**src/rtl/sdrd_pkg.sv**
```systemverilog
package sdrd_pkg;
  typedef enum logic [2:0] {
    ST_CMD,
    ST_GAP,
    ST_TOKEN,
    ST_DATA,
    ST_CRC_HI,
    ST_CRC_LO,
    ST_HOLD
  } sdrd_state_t;

  localparam logic [7:0] IDLE_BYTE  = 8'hFF;
  localparam logic [7:0] TOKEN_BYTE = 8'hFE;
  localparam logic [7:0] STOP_BYTE  = 8'h4C;
endpackage

```
**src/rtl/sdrd_crc16.sv**
```systemverilog
module sdrd_crc16 #(
  parameter logic [15:0] POLY = 16'h1021
) (
  input  logic        clk,
  input  logic        rst_n,
  input  logic        clr,
  input  logic        en,
  input  logic [7:0]  din,
  output logic [15:0] crc
);
  logic [15:0] crc_q, crc_d, step;

  always_comb begin
    step = crc_q;
    for (int i = 7; i >= 0; i--) begin
      if (step[15] ^ din[i]) step = {step[14:0], 1'b0} ^ POLY;
      else                   step = {step[14:0], 1'b0};
    end
    if (clr)     crc_d = '0;
    else if (en) crc_d = step;
    else         crc_d = crc_q;
  end

  always_ff @(posedge clk or negedge rst_n) begin
    if (!rst_n) crc_q <= '0;
    else        crc_q <= crc_d;
  end

  assign crc = crc_q;

  // the CRC register holds when neither cleared nor fed
  p_crc_hold_r5: assert property (@(posedge clk) disable iff (!rst_n)
    (!clr && !en) |=> $stable(crc_q));
endmodule

```
**src/rtl/sdrd_byte_cnt.sv**
```systemverilog
module sdrd_byte_cnt #(
  parameter int BLK_BYTES = 512,
  localparam int CNT_W = $clog2(BLK_BYTES + 1)
) (
  input  logic             clk,
  input  logic             rst_n,
  input  logic             clr,
  input  logic             inc,
  output logic [CNT_W-1:0] cnt,
  output logic             last,
  output logic             full
);
  logic [CNT_W-1:0] cnt_q, cnt_d;

  always_comb begin
    if (clr)      cnt_d = '0;
    else if (inc) cnt_d = cnt_q + 1'b1;
    else          cnt_d = cnt_q;
  end

  always_ff @(posedge clk or negedge rst_n) begin
    if (!rst_n) cnt_q <= '0;
    else        cnt_q <= cnt_d;
  end

  assign cnt  = cnt_q;
  assign last = (cnt_q == CNT_W'(BLK_BYTES - 1));
  assign full = (cnt_q == CNT_W'(BLK_BYTES));

  // a block never carries more than BLK_BYTES data bytes
  p_cnt_bound_r4: assert property (@(posedge clk) disable iff (!rst_n)
    cnt_q <= CNT_W'(BLK_BYTES));
endmodule

```
**src/rtl/sdrd_ctrl.sv**
```systemverilog
module sdrd_ctrl
  import sdrd_pkg::*;
#(
  parameter int CMD_W      = 6,
  parameter int SINGLE_CMD = 17
) (
  input  logic             clk,
  input  logic             rst_n,
  input  logic             start,
  input  logic [CMD_W-1:0] cmd_idx,
  input  logic             xfer_valid,
  input  logic [7:0]       rx_byte,
  input  logic             src_rdy,
  input  logic             cnt_last,
  input  logic             cnt_full,
  output sdrd_state_t      state,
  output logic             abort,
  output logic             blk_clr,
  output logic             data_step,
  output logic             done
);
  sdrd_state_t      state_q, state_d;
  logic [CMD_W-1:0] cmd_q;
  logic             cmd_load, done_q, done_d, in_read;

  assign in_read   = (state_q == ST_GAP) || (state_q == ST_TOKEN) || (state_q == ST_DATA) ||
                     (state_q == ST_CRC_HI) || (state_q == ST_CRC_LO);
  assign abort     = xfer_valid && in_read && (rx_byte == STOP_BYTE);
  assign blk_clr   = xfer_valid && !abort && (state_q == ST_TOKEN);
  assign data_step = xfer_valid && !abort && (state_q == ST_DATA);
  assign cmd_load  = start && (state_q == ST_CMD);

  always_comb begin
    state_d = state_q;
    if (cmd_load) begin
      state_d = ST_TOKEN;
    end else if (abort) begin
      state_d = ST_HOLD;
    end else if (xfer_valid) begin
      unique case (state_q)
        ST_GAP:    state_d = ST_TOKEN;
        ST_TOKEN:  state_d = ST_DATA;
        ST_DATA:   state_d = (cnt_last || !src_rdy) ? ST_CRC_HI : ST_DATA;
        ST_CRC_HI: state_d = ST_CRC_LO;
        ST_CRC_LO: state_d = (cnt_full && (cmd_q != CMD_W'(SINGLE_CMD))) ? ST_GAP : ST_CMD;
        ST_HOLD:   state_d = ST_CMD;
        default:   state_d = state_q;
      endcase
    end
    done_d = (state_q != ST_CMD) && (state_d == ST_CMD);
  end

  always_ff @(posedge clk or negedge rst_n) begin
    if (!rst_n) begin
      state_q <= ST_CMD;
      done_q  <= 1'b0;
    end else begin
      state_q <= state_d;
      done_q  <= done_d;
    end
  end

  always_ff @(posedge clk or negedge rst_n) begin
    if (!rst_n)        cmd_q <= '0;
    else if (cmd_load) cmd_q <= cmd_idx;
  end

  assign state = state_q;
  assign done  = done_q;

  // a start in command state leads to the token state
  p_start_token_r2: assert property (@(posedge clk) disable iff (!rst_n)
    (state_q == ST_CMD && start) |=> (state_q == ST_TOKEN));
  // done is a single-cycle pulse
  p_done_pulse_r8: assert property (@(posedge clk) disable iff (!rst_n)
    done_q |=> !done_q);
  // no exchange and no accepted start leaves the state alone
  p_idle_hold_r10: assert property (@(posedge clk) disable iff (!rst_n)
    (!xfer_valid && !(start && state_q == ST_CMD)) |=> $stable(state_q));
  // a stop byte in a read state leads to the hold state
  p_stop_hold_r7: assert property (@(posedge clk) disable iff (!rst_n)
    (xfer_valid && rx_byte == STOP_BYTE && state_q inside {ST_GAP, ST_TOKEN, ST_DATA, ST_CRC_HI, ST_CRC_LO})
    |=> (state_q == ST_HOLD));
endmodule

```
**src/rtl/sdrd_stream.sv**
```systemverilog
module sdrd_stream
  import sdrd_pkg::*;
#(
  parameter int          BLK_BYTES  = 512,
  parameter int          CMD_W      = 6,
  parameter int          SINGLE_CMD = 17,
  parameter logic [15:0] CRC_POLY   = 16'h1021
) (
  input  logic             clk,
  input  logic             rst_n,
  input  logic             start,
  input  logic [CMD_W-1:0] cmd_idx,
  input  logic             xfer_valid,
  input  logic [7:0]       rx_byte,
  output logic [7:0]       tx_byte,
  input  logic [7:0]       src_data,
  input  logic             src_rdy,
  output logic             src_pull,
  output logic             done
);
  localparam int CNT_W = $clog2(BLK_BYTES + 1);

  sdrd_state_t      state;
  logic             abort, blk_clr, data_step, cnt_last, cnt_full;
  logic [CNT_W-1:0] cnt;
  logic [15:0]      crc;

  sdrd_ctrl #(.CMD_W(CMD_W), .SINGLE_CMD(SINGLE_CMD)) u_ctrl (
    .clk(clk), .rst_n(rst_n), .start(start), .cmd_idx(cmd_idx),
    .xfer_valid(xfer_valid), .rx_byte(rx_byte), .src_rdy(src_rdy),
    .cnt_last(cnt_last), .cnt_full(cnt_full), .state(state),
    .abort(abort), .blk_clr(blk_clr), .data_step(data_step), .done(done)
  );

  sdrd_byte_cnt #(.BLK_BYTES(BLK_BYTES)) u_cnt (
    .clk(clk), .rst_n(rst_n), .clr(blk_clr), .inc(data_step),
    .cnt(cnt), .last(cnt_last), .full(cnt_full)
  );

  sdrd_crc16 #(.POLY(CRC_POLY)) u_crc (
    .clk(clk), .rst_n(rst_n), .clr(blk_clr), .en(data_step),
    .din(src_data), .crc(crc)
  );

  always_comb begin
    tx_byte = IDLE_BYTE;
    if (!abort) begin
      unique case (state)
        ST_TOKEN:  tx_byte = TOKEN_BYTE;
        ST_DATA:   tx_byte = src_data;
        ST_CRC_HI: tx_byte = crc[15:8];
        ST_CRC_LO: tx_byte = crc[7:0];
        default:   tx_byte = IDLE_BYTE;
      endcase
    end
  end

  assign src_pull = data_step;

  // the source is only consumed on an exchange
  p_pull_on_xfer_r10: assert property (@(posedge clk) disable iff (!rst_n)
    src_pull |-> xfer_valid);
  // done only follows an exchange
  p_done_after_xfer_r8: assert property (@(posedge clk) disable iff (!rst_n)
    done |-> $past(xfer_valid));
  // the counter moves only with a pull
  p_cnt_moves_with_pull_r3: assert property (@(posedge clk) disable iff (!rst_n)
    (!src_pull && !blk_clr) |=> $stable(cnt));
endmodule

```
**config.mk**
```make
export PLATFORM = sky130hd
export DESIGN_NAME = sdrd_stream
export DESIGN_NICKNAME = d
export VERILOG_FILES = /design/src/rtl/sdrd_pkg.sv /design/src/rtl/sdrd_crc16.sv /design/src/rtl/sdrd_byte_cnt.sv /design/src/rtl/sdrd_ctrl.sv /design/src/rtl/sdrd_stream.sv
export SDC_FILE = /design/constraint.sdc
export NUM_CORES = 1
export LEC_CHECK = 0
export BUFFER_PORTS_ARGS = -buffer_cell sky130_fd_sc_hd__buf_2
export CORE_MARGIN = 10
export CORE_UTILIZATION = 60
export CTS_BUF_LIST = sky130_fd_sc_hd__clkbuf_4 sky130_fd_sc_hd__clkbuf_8
export DETAILED_ROUTE_END_ITERATION = 10
export PLACE_DENSITY = 0.94
export SLEW_MARGIN = 20
export SYNTH_ARGS = -nofsm -noshare
export SYNTH_HDL_FRONTEND = slang
export SYNTH_SLANG_ARGS = --single-unit
export TNS_END_PERCENT = 50
```
**constraint.sdc**
```tcl
create_clock -name clk -period 5.45 [get_ports clk]
set_input_delay 0.545 -clock clk [delete_from_list [all_inputs] [get_ports clk]]
set_output_delay 0.545 -clock clk [all_outputs]
set_load 0.01 [all_outputs]
```
==> metrics.txt <==
NumNets Final 286; slowest stage delay, CP 0.77 ns; Buf/Inv on CP 1; I/O pins 37; Fin. Hold Viols 0; # clock sinks 36; GR Layer Usage met1 0.192; hpwl dp 3.52 mm; Net Count, Synth 255; arrival time at the worst endpoint 2.59 ns; sequential area share after synthesis 0.416; # diodes 0; # resized after CTS 0; Max Cap Viol 0; Synth async-reset ratio 1.00; Post-DRT Antenna Nets 0; Slowest-stage cell, CP nor2b_1; Fillers 265; Syn Area/Cell 9.58 µm²; R2R setup slack 3.20 ns; Worst R2R Path Depth 5; GRT Overall Usage 0.160; fin area 0.00241 mm²; CP required 4.91 ns; area delta synth->final 11.3%; Setup Fix Bufs, Post-CTS 0; grt peak-use layer met2; commonest non-fill, non-tap cell in the layout nand2_1; TritonCTS clock tree yes; CP Launch Type register; Initial Utilization 0.634; first-pass GRT wire length 8.23 mm; Post-Place Setup Slack 2.39 ns; Worst path depth 4; GR Overflow Total 0; P_leak 0.00109 µW; vias per cell 5.88; Post-DP Area 0.00235 mm²; Fmax 319 MHz; EDFF count, synth 0; post-route minimum period 3.13 ns; CP max FO 11; #FFs+latches synth 36; Cell variety after synth 43; core area 0.00342 mm²; status finished clean; M3 GR Usage 0.0490; drt total wl 4.88 mm; reg-to-reg endpoint u_ctrl.done; Buffers on Ports 36; vias 1783; # DRC 0; Final period util 0.575; Clock Skew 0.0101 ns; hold_buf cts 0; WL/cell 16.1 µm; initial antenna violation count 0; Primary FF master, synth dfrtp_1; Die W 80.1 µm; setup TNS 0 ns; height of the die 80.1 µm; die area 0.00641 mm²; clk slew on worst S/H paths 0.10 ns; most frequent cells in the layout 37 x nand2_1, 36 x buf_2, 36 x dfrtp_1; clock buffer count from CTS 5; synth warn 0; vias in the first global route 1808; Root Buffer Master clkbuf_4; Final WS setup 2.32 ns; Slew Viols, Final 0; CP cell instances nor2b_1, o21ai_1, a221o_1, buf_2; worst skew pair latency 0.34 ns; slew margin rel. 0.398; fraction of layout cells with a size suffix above 1 0.257; met2 Track Usage GR 0.254; global placer's final weighted congestion 0.827; worst-case clock buffer depth 2; peak supply drop 0.287 mV; actual slew at the worst max-slew pin 0.901 ns; pwr dens 524 mW/mm²; Site Rows 21; # setup viols final 0; post-synthesis cell area 0.00216 mm²; RSZ-0062 raised after global routing no; Hold/Removal Path Class in -> async; first drt pass iteration count 4; WS Path Type reg -> out; critical path endpoint category output pin; cell family with most CP delay compound AO/OA/AOI/OAI gates; reg2reg start u_ctrl.state[2]; pin count of the biggest net entering global routing 37; Initial DRC Count 123; Mapped Cells 226; H-tree levels 2
synth_stat cells, types with 2 or more instances:
cell type,instances,area [µm²]
and2_1,3,18.8
xnor2_1,22,193
ha_1,2,25.0
and3b_1,3,26.3
a221o_1,7,70.1
clkbuf_1,10,37.5
a21oi_1,4,20.0
nand3_1,3,15.0
nand2_1,37,139
nor2_1,6,22.5
mux2_2,12,135
nand4_1,4,25.0
o211ai_1,3,22.5
xor2_1,8,70.1
o21ai_1,2,10.0
dfrtp_1,36,901
nor4_1,3,18.8
or3_1,2,12.5
nor3_1,4,20.0
inv_1,6,22.5
o21ai_0,25,125
nor2b_1,3,18.8
state kept, by name, indices dropped and copies added, names as in the netlist:
signal	flops
u_ctrl.state	3
u_ctrl.done	1
u_cnt.cnt	10
u_ctrl.cmd_q	6
u_crc.crc	16
area by class of cell:
type / count / area [µm²] / share of cell area
clock buffer: 6 / 45.0 / 0.0187
clock inverter: 1 / 5.00 / 0.00208
inverter: 6 / 22.5 / 0.00935
multi-input combinational: 170 / 1180 / 0.491
sequential: 36 / 901 / 0.374
tap: 46 / 57.6 / 0.0239
timing repair buffer: 38 / 195 / 0.0810
per-layer routing:
layer / up-vias / routed length, µm
met5: - / 0
met4: 0 / 62
met3: 8 / 341
met2: 50 / 2410
met1: 866 / 2060
li1: 859 / -
where the power goes:
| part | internal, µW | switching (µW) |
|---|---|---|
| Clock | 52.5 | 86.7 |
| Combinational | 308 | 366 |
| Sequential | 360 | 88.9 |
cell families after synthesis:
kind of cell,synth area share
compound gates,0.156
xor+xnor,0.121
fa+ha+maj,0.0116
buf+inv,0.0422
flops,0.416
mux,0.0671
simple gates,0.186
worst max path at each step:
stage,from,end
6_report,u_ctrl.state[2],tx_byte[6]
5_1_grt,u_ctrl.state[2],tx_byte[6]
4_1_cts,u_ctrl.state[0],tx_byte[6]
3_5_place_dp,rx_byte[1],tx_byte[6]
3_3_place_gp,rx_byte[5],tx_byte[4]
2_1_floorplan,rx_byte[5],tx_byte[1]
per-stage QoR:
stage	instances	total power, µW	util	hold WS [ns]
after floorplan	226	958	-	0.249
after global placement	296	1090	0.689	0.492
after detailed placement	296	1120	0.689	0.498
after CTS	303	1260	0.703	0.296
after global routing	303	1360	0.705	0.323
final	303	1260	0.705	0.285
No activity file was read; power rests on OpenSTA's default activity.
